**src/rtl/awd_pkg.sv**
```systemverilog
package awd_pkg;

  localparam logic [1:0] WORD_CTRL = 2'd0;
  localparam logic [1:0] WORD_BASE = 2'd1;
  localparam logic [1:0] WORD_RLO  = 2'd2;
  localparam logic [1:0] WORD_RHI  = 2'd3;

  // Decoded view of one window, as seen by the match logic.
  typedef struct packed {
    logic        en;
    logic [3:0]  target;
    logic [7:0]  attr;
    logic [15:0] size_m1;
    logic [15:0] base;
    logic        remap_en;
    logic [15:0] remap;
  } win_cfg_t;

endpackage

```
**src/rtl/awd_window_regs.sv**
```systemverilog
module awd_window_regs
  import awd_pkg::*;
#(
  parameter bit HAS_REMAP = 1'b1
) (
  input  logic        clk,
  input  logic        rst_n,
  input  logic        wr_en,
  input  logic [1:0]  wr_word,
  input  logic [31:0] wdata,
  input  logic [1:0]  rd_word,
  output logic [31:0] rdata,
  output win_cfg_t    cfg
);

  logic        en_q;
  logic [3:0]  tgt_q;
  logic [7:0]  attr_q;
  logic [15:0] size_q;
  logic [15:0] base_q;
  logic [31:0] rlo_rd;
  logic [31:0] rhi_rd;
  logic        unused_bits;

  assign unused_bits = ^wdata[3:1];

  always_ff @(posedge clk) begin
    if (!rst_n) begin
      en_q   <= 1'b0;
      tgt_q  <= '0;
      attr_q <= '0;
      size_q <= '0;
      base_q <= '0;
    end else if (wr_en) begin
      if (wr_word == WORD_CTRL) begin
        en_q   <= wdata[0];
        tgt_q  <= wdata[7:4];
        attr_q <= wdata[15:8];
        size_q <= wdata[31:16];
      end
      if (wr_word == WORD_BASE) base_q <= wdata[31:16];
    end
  end

  generate
    if (HAS_REMAP) begin : g_remap
      logic [15:0] rlo_q;
      logic [31:0] rhi_q;
      always_ff @(posedge clk) begin
        if (!rst_n) begin
          rlo_q <= '0;
          rhi_q <= '0;
        end else if (wr_en) begin
          if (wr_word == WORD_RLO) rlo_q <= wdata[31:16];
          if (wr_word == WORD_RHI) rhi_q <= wdata;
        end
      end
      assign rlo_rd       = {rlo_q, 16'h0000};
      assign rhi_rd       = rhi_q;
      assign cfg.remap_en = 1'b1;
      assign cfg.remap    = rlo_q;
    end else begin : g_plain
      assign rlo_rd       = '0;
      assign rhi_rd       = '0;
      assign cfg.remap_en = 1'b0;
      assign cfg.remap    = '0;
    end
  endgenerate

  assign cfg.en      = en_q;
  assign cfg.target  = tgt_q;
  assign cfg.attr    = attr_q;
  assign cfg.size_m1 = size_q;
  assign cfg.base    = base_q;

  always_comb begin
    unique case (rd_word)
      WORD_CTRL: rdata = {size_q, attr_q, tgt_q, 3'b000, en_q};
      WORD_BASE: rdata = {base_q, 16'h0000};
      WORD_RLO:  rdata = rlo_rd;
      default:   rdata = rhi_rd;
    endcase
  end

endmodule

```
**src/rtl/awd_window_match.sv**
```systemverilog
module awd_window_match
  import awd_pkg::*;
(
  input  win_cfg_t    cfg,
  input  logic [31:0] addr,
  output logic        hit,
  output logic [31:0] xlat
);

  logic [15:0] keep;

  assign keep = ~cfg.size_m1;
  assign hit  = cfg.en && (((addr[31:16] ^ cfg.base) & keep) == 16'h0000);

  always_comb begin
    if (cfg.remap_en)
      xlat = {(cfg.remap & keep) | (addr[31:16] & cfg.size_m1), addr[15:0]};
    else
      xlat = addr;
  end

endmodule

```
**src/rtl/awd_pick_lowest.sv**
```systemverilog
module awd_pick_lowest #(
  parameter int N     = 8,
  parameter int IDX_W = $clog2(N)
) (
  input  logic [N-1:0]     req,
  output logic             any,
  output logic [IDX_W-1:0] idx
);

  always_comb begin
    idx = '0;
    for (int i = N - 1; i >= 0; i--) begin
      if (req[i]) idx = IDX_W'(i);
    end
  end

  assign any = |req;

endmodule

```
**src/rtl/addr_window_decoder.sv**
```systemverilog
module addr_window_decoder
  import awd_pkg::*;
#(
  parameter int NUM_WIN    = 8,
  parameter int REMAP_WINS = 4,
  localparam int IDX_W     = $clog2(NUM_WIN),
  localparam int REG_AW    = IDX_W + 2
) (
  input  logic              clk,
  input  logic              rst_n,
  input  logic              reg_wr_en,
  input  logic [REG_AW-1:0] reg_addr,
  input  logic [31:0]       reg_wdata,
  output logic [31:0]       reg_rdata,
  input  logic              lk_valid,
  output logic              lk_ready,
  input  logic [31:0]       lk_addr,
  output logic              res_valid,
  input  logic              res_ready,
  output logic              res_miss,
  output logic [3:0]        res_target,
  output logic [7:0]        res_attr,
  output logic [31:0]       res_addr
);

  win_cfg_t           cfg     [NUM_WIN];
  logic [31:0]        rd_arr  [NUM_WIN];
  logic [31:0]        xlat    [NUM_WIN];
  logic [NUM_WIN-1:0] hit_vec;
  logic               any_hit;
  logic [IDX_W-1:0]   sel_idx;
  logic [IDX_W-1:0]   win_q;
  logic [31:0]        addr_q;
  logic               accept;

  generate
    for (genvar i = 0; i < NUM_WIN; i++) begin : g_win
      logic wsel;
      assign wsel = reg_wr_en && (reg_addr[REG_AW-1:2] == IDX_W'(i));

      awd_window_regs #(
        .HAS_REMAP(i < REMAP_WINS)
      ) u_regs (
        .clk     (clk),
        .rst_n   (rst_n),
        .wr_en   (wsel),
        .wr_word (reg_addr[1:0]),
        .wdata   (reg_wdata),
        .rd_word (reg_addr[1:0]),
        .rdata   (rd_arr[i]),
        .cfg     (cfg[i])
      );

      awd_window_match u_match (
        .cfg  (cfg[i]),
        .addr (lk_addr),
        .hit  (hit_vec[i]),
        .xlat (xlat[i])
      );
    end
  endgenerate

  assign reg_rdata = rd_arr[reg_addr[REG_AW-1:2]];

  awd_pick_lowest #(
    .N     (NUM_WIN),
    .IDX_W (IDX_W)
  ) u_pick (
    .req (hit_vec),
    .any (any_hit),
    .idx (sel_idx)
  );

  assign lk_ready = !res_valid || res_ready;
  assign accept   = lk_valid && lk_ready;

  always_ff @(posedge clk) begin
    if (!rst_n) begin
      res_valid  <= 1'b0;
      res_miss   <= 1'b0;
      res_target <= '0;
      res_attr   <= '0;
      res_addr   <= '0;
      win_q      <= '0;
      addr_q     <= '0;
    end else if (accept) begin
      res_valid  <= 1'b1;
      res_miss   <= !any_hit;
      res_target <= any_hit ? cfg[sel_idx].target : 4'h0;
      res_attr   <= any_hit ? cfg[sel_idx].attr : 8'h00;
      res_addr   <= any_hit ? xlat[sel_idx] : lk_addr;
      win_q      <= sel_idx;
      addr_q     <= lk_addr;
    end else if (res_ready) begin
      res_valid  <= 1'b0;
    end
  end

  // chosen window hits and no lower window does
  a_r7_lowest_wins: assert property (@(posedge clk) disable iff (!rst_n)
    accept && any_hit |->
      hit_vec[sel_idx] && ((hit_vec & ~({NUM_WIN{1'b1}} << sel_idx)) == '0));

  // stalled result holds still
  a_r11_hold_stable: assert property (@(posedge clk) disable iff (!rst_n)
    res_valid && !res_ready |=>
      res_valid && $stable(res_addr) && $stable(res_target)
      && $stable(res_attr) && $stable(res_miss));

  // accepted lookup yields a result next cycle
  a_r11_accept_result: assert property (@(posedge clk) disable iff (!rst_n)
    lk_valid && lk_ready |=> res_valid);

  // a miss carries zero target and attribute
  a_r8_miss_clean: assert property (@(posedge clk) disable iff (!rst_n)
    res_valid && res_miss |-> res_target == 4'h0 && res_attr == 8'h00);

  // windows without remap pass the address through
  a_r6_passthrough: assert property (@(posedge clk) disable iff (!rst_n)
    res_valid && !res_miss && (int'(win_q) >= REMAP_WINS) |-> res_addr == addr_q);

endmodule

```
**config.mk**
```make
export PLATFORM = sky130hd
export DESIGN_NAME = addr_window_decoder
export DESIGN_NICKNAME = d
export VERILOG_FILES = /design/src/rtl/awd_pkg.sv /design/src/rtl/awd_window_regs.sv /design/src/rtl/awd_window_match.sv /design/src/rtl/awd_pick_lowest.sv /design/src/rtl/addr_window_decoder.sv
export SDC_FILE = /design/constraint.sdc
export NUM_CORES = 2
export LEC_CHECK = 0
export ABC_CLOCK_PERIOD_IN_PS = 8700
export BUFFER_PORTS_ARGS = -buffer_cell sky130_fd_sc_hd__buf_2
export CORE_ASPECT_RATIO = 1.5
export CORE_UTILIZATION = 50
export CTS_CLUSTER_SIZE = 12
export DETAILED_ROUTE_END_ITERATION = 16
export GPL_ROUTABILITY_DRIVEN = 0
export PLACE_DENSITY = 0.67
export SLEW_MARGIN = 10
export SYNTH_ARGS = -nofsm -noshare
export SYNTH_HDL_FRONTEND = slang
export SYNTH_SLANG_ARGS = --single-unit
```
**constraint.sdc**
```tcl
create_clock -name clk -period 8.7 [get_ports clk]
set_input_delay 1.305 -clock clk [delete_from_list [all_inputs] [get_ports clk]]
set_output_delay 1.305 -clock clk [all_outputs]
set_load 0.02 [all_outputs]
```
# [Yosys cells after proc, flatten, opt, wreduce, memory -nomap -nowiden]
# Cells that the tools add are included.
[op_classes] n_bitwise=38 n_reduce_logical=56 order_cmp=2 eq_ne=10 muxes=30
[op_table] cell="case mux 32 bit (3 select lines)" count=4
[op_table] cell="bitwise AND 16 bit" count=16
[op_table] cell="case mux 32 bit (2 select lines)" count=4
[op_table] cell="binary-select mux 32 bit (select 3 bit)" count=2
[op_table] cell="binary-select mux 62 bit (select 3 bit)" count=1
[op_table] cell="2-to-1 mux 32 bit" count=5
[op_table] cell="zero test 16 bit" count=8
[op_table] cell="inverter 16 bit" count=8
[op_table] cell="bitwise XOR 16 bit" count=8
[op_table] cell="2-to-1 mux 61 bit" count=2
[op_table] cell="OR 16 bit" count=4
[op_table] cell="AND reduction 2 bit" count=24
[op_table] cell="2-to-1 mux 3 bit" count=8
[op_table] cell="logical AND 1 bit" count=17
[op_table] cell="equality test 3 bit (second input constant)" count=4
[op_table] cell="greater-or-equal comparator 4 bit (second input constant)" count=2
[op_table] cell="2-to-1 mux 8 bit" count=1
[op_table] cell="inverter 3 -> 4 bit" count=2
[op_table] cell="OR reduction 8 bit" count=1
[op_table] cell="equality test 3 x 2 -> 1 bit (second input constant)" count=2
[op_table] cell="equality test 2 bit (second input constant)" count=2
[op_table] cell="2-to-1 mux 4 bit" count=1
[op_table] cell="equality test 3 x 1 -> 1 bit (second input constant)" count=1
[op_table] cell="zero test 3 bit" count=1
[op_table] cell="6 further kinds" count=8
[word_totals] ff_bits=598 out_inout_bits=79 inputBits=74

# [Logic depth before layout (Yosys ltp)]
[depth] word_depth=17 ltp_mapped=14 depth_no_buf=9

# [Cells and area by module]
# Synthesis repeated with hierarchy kept, for this count alone.
[hier_totals] cells_unflattened=3680 hier_area_um2=36465.0
[modules_own_cells] mod="awd_window_regs at g_win[0].u_regs ..." n_inst=4 cells_each=382 area_per_inst_um2=3983.8
[modules_own_cells] mod="awd_window_regs at g_win[4].u_regs ..." n_inst=4 cells_each=252 area_per_inst_um2=2234.6
[modules_own_cells] mod="addr_window_decoder" n_inst=1 cells_each=515 area_per_inst_um2=6515.0
[modules_own_cells] mod="awd_window_match" n_inst=8 cells_each=77 area_per_inst_um2=624.3
[modules_own_cells] mod="awd_pick_lowest" n_inst=1 cells_each=13 area_per_inst_um2=81.3

# [Least setup slack after synthesis]
# OpenSTA, ideal clock, no wires.
[synth_path] path_kind="input-to-output" start="input reg_addr[2]" end="output reg_rdata[2]" t_arrival_ns=3.437 path_slack_ns=3.958 t_required_ns=7.395 path_buffers=4 cell_stages=6 cell_sequence="clkbuf_1 buf_2 buf_1 clkbuf_1 mux4_2 nor3b_1"
[synth_via] elab_chain_cells=4
[synth_rtl] element="start: declaration" line_no="addr_window_decoder.sv:12" rtl="input logic [REG_AW-1:0] reg_addr,"
[synth_rtl] element="inverter 3 -> 4 bit (implied by the code)" line_no="addr_window_decoder.sv:63" rtl="assign reg_rdata = rd_arr[reg_addr[REG_AW-1:2]];"
[synth_rtl] element="binary-select mux 32 bit (select 3 bit)" line_no="addr_window_decoder.sv:63"
[synth_rtl] element="2-to-1 mux 32 bit (implied by the code) (2 in series)" line_no="addr_window_decoder.sv:63"
[synth_rtl] element="end: declaration" line_no="addr_window_decoder.sv:14" rtl="output logic [31:0] reg_rdata,"
# Every way passes these cells. The select of a mux whose other input is x is not followed.

# [Final worst setup path]
[layout_path] start="input reg_addr[0]" end="output reg_rdata[31]"
[layout_via] elab_chain_cells=5 word_cells_on_any_way=14 cone_classes="eq/ne (2); mux (11); reduce/logical (1)"
[layout_rtl] element="equality test 2 bit (tied with other cells)" line_no="awd_window_regs.sv:77" rtl="unique case (rd_word)"
[layout_rtl] element="case mux 32 bit (3 select lines) / case mux 32 bit (2 select lines) (equally long branches)" line_no="awd_window_regs.sv:77"
[layout_rtl] element="binary-select mux 32 bit (select 3 bit) (*)" line_no="addr_window_decoder.sv:63"
[layout_rtl] element="2-to-1 mux 32 bit (implied by the code) (*) (2 in series)" line_no="addr_window_decoder.sv:63"
# Every way passes the cells marked *; elsewhere a longest branch is shown, timed or not. The select of a mux whose other input is x is not followed.

==> out/qor.yml <==
global_routing:
  grt_start_max_net_pins: 196
  grt_pass1_vias: 26900
  grt_pass1_wl_um: 178000
  grt_util_all_layers: 0.384
  antenna_found_initial: 9
  gr-total-overflow: 0
synthesis:
  synth_seq_cells: 598
  synth_edf_count: 0
  synth-async-reset-ratio: 0
  synth_ff_type: "dfxtp_1"
  avgSynthCellArea_um2: 8.30
  synth_cell_types: 55
  yosysTopAreaCell: "dfxtp_1"
  ys_seq_area_frac: 0.388
  synth_area_leaders: "dfxtp_1 (39%), nand2_1 (15%), a21boi_0 (14%), mux4_2 (7.0%), xnor2_1 (3.5%)"
  syn_nets: 3792
  synthesis.area_mm2: 0.0309
  ys.warnings.count: 0
  synthCells: 3718
  synth_top_area_share: 0.388
cts:
  cts_setup_buffers: 0
  ctsRootBufferMaster: "clkbuf_16"
  cts_sinks: 598
  cts_tree: "done"
  cts_hold_buf: 0
  clk_latency_ns: 0.66
  clockBufferDepth: 3
  cts_buffers: 59
  htree_levels: 2
  clk_pin_slew_worst_paths_ns: 0.06
  cts_resized: 0
detailed_routing:
  antenna_left: 0
  wire_per_inst_um: 27.2
  drtIter0Drc: 3341
  routed_wl_um: 122000
  viasPerCell: 6.33
  vias: 28400
  route.detailed.drc: 0
  drtPass1Iterations: 5
finish:
  layout.nets: 3732
  fillCellCount: 5720
  drive_gt1_frac: 0.127
  stdcell_count: 4484
  final_common_cell: "nand2_1"
  final_cell_mix: "nand2_1 (1214), dfxtp_1 (598), a21boi_0 (576)"
  syn_to_final_growth_pct: 8.64
floorplanning:
  die_w_um: 205
  core_area_mm2: 0.0611
  num_rows: 111
  die-area_mm2: 0.0627
  start_util: 0.505
  die_h_um: 306
  boundaryPins: 153
pwr:
  ir_worst_vdd_v: 0.000153
  p_leak_nw: 11.0
  pwr_density_cell_mw_per_mm2: 172
timing:
  hold_viol: 0
  worstMarginPinSlew_ns: 1.30
  period_minus_slack_ns: 5.87
  rsz0062_at_grt: "false"
  slew_viol_final: 0
  finalClockSkew_ns: 0.0324
  setup_tns_ns: 0
  min_period_over_period: 0.675
  timing.fmax_mhz: 170
  max_slew_margin: 0.131
  finalSetupViolCount: 0
critical_path:
  start_kind: "primary input"
  cp.arrival_ns: 4.57
  path_class: "primary input to output port"
  crit_path_cell_trace: "buf_6 > buf_4 > mux4_2 > mux4_2 > nor2_1 > a21oi_1 > buf_2"
  required_ns: 7.39
  slowest_stage: "buf_4"
  path_max_fanout: 62
  cpLargestDelayFamily: "buffers and inverters"
  cp-end-kind: "output port"
  cpPeakStageDelay_ns: 0.81
  crit_path_frequent_cell: "mux4_2"
  path_buf_inv: 3
placed_design:
  io_buffers: 152
  dp_cells: 4388
  dpl.hpwl_um: 79200
job:
  cap_violations: 0
status:
  outcome: "complete, no violations"
min_path:
  hold_path_class: "register to register"
## cell families after synthesis
logic type                synth area share
DFF                                  0.388
AOI/OAI and AO/OA                    0.216
buffers and inverters               0.0457
and+or+nand+nor                      0.192
xor gates and xnor gates            0.0378
muxes                                0.121
## per-layer routing
layer	GRT usage	vias to the layer above	wire [µm]
li1	-	12600	-
met1	0.443	13400	42500
met2	0.610	1811	56000
met3	0.0730	535	11800
met4	0.325	0	11800
met5	0	-	0
## layout make-up
| class | instances | area (µm²) | share of cell area |
|---|---|---|---|
| Multi-Input combinational cell | 2793 | 17600 | 0.525 |
| Sequential cell | 598 | 12000 | 0.357 |
| Clock buffer | 82 | 1670 | 0.0499 |
| Timing Repair Buffer | 204 | 1190 | 0.0354 |
| Tap cell | 791 | 990 | 0.0295 |
| Clock inverter | 7 | 82.6 | 0.00246 |
| Antenna cell | 7 | 17.5 | 0.000523 |
| Inverter | 2 | 7.51 | 0.000224 |
## cells in the mapped netlist, types with 10 or more instances
master and number:
nand2b_1 14, nand2_1 1218, o22ai_1 89, nand3_1 29
o221a_1 15, a21oi_1 16, mux2_2 37, mux4_2 96
nor3_1 19, o21ai_0 76, a22oi_1 62, nor4_1 10
clkbuf_1 263, buf_2 10, a32o_1 11, buf_6 18
buf_1 25, mux2i_1 97, a21boi_0 576, dfxtp_1 598
xnor2_1 122, nor2_1 183
## power breakdown
group	switching [mW]	internal, mW
logic	0.332	0.155
clock network	1.13	1.35
registers	0.0282	2.77
## worst paths after layout
| check | to | cells past startpoint | start | slack, ns |
|---|---|---|---|---|
| max | reg_rdata[31] | 7 | reg_addr[0] | 2.83 |
| min | res_addr[14]$_SDFFE_PN0P_ | 2 | res_addr[14]$_SDFFE_PN0P_ | 0.46 |
| min reg2reg | res_addr[14]$_SDFFE_PN0P_ | 2 | res_addr[14]$_SDFFE_PN0P_ | 0.46 |
| max reg2reg | res_addr[30]$_SDFFE_PN0P_ | 11 | g_win[0].u_regs.base_q[8]$_SDFFE_PN0P_ | 4.52 |
## worst min-delay path: stages (launching register included)
cell      delay, ns
dfxtp_1        0.31
nand2_1        0.04
a21boi_0       0.06
## state kept, by name, indices dropped and copies added, names as in the netlist
name / flops
res_valid: 1
g_win.u_regs.g_remap.rlo_q: 64
res_miss: 1
g_win.u_regs.en_q: 8
g_win.u_regs.g_remap.rhi_q: 128
g_win.u_regs.tgt_q: 32
res_addr: 32
g_win.u_regs.attr_q: 64
g_win.u_regs.size_q: 128
res_attr: 8
g_win.u_regs.base_q: 128
res_target: 4
## per-stage QoR
stage	hold WS, ns	setup WS [ns]	total power [mW]	utilization	cell area (µm²)
global placement	0.446	2.94	3.33	0.520	31800
global route	0.479	2.72	5.88	0.549	33500
detailed placement	0.457	2.90	3.33	0.520	31800
finish	0.463	2.83	5.76	0.549	33500
floorplan	0.439	3.96	3.16	-	30900
CTS	0.465	2.90	5.75	0.548	33500
Power figures use the tool's default switching activity.
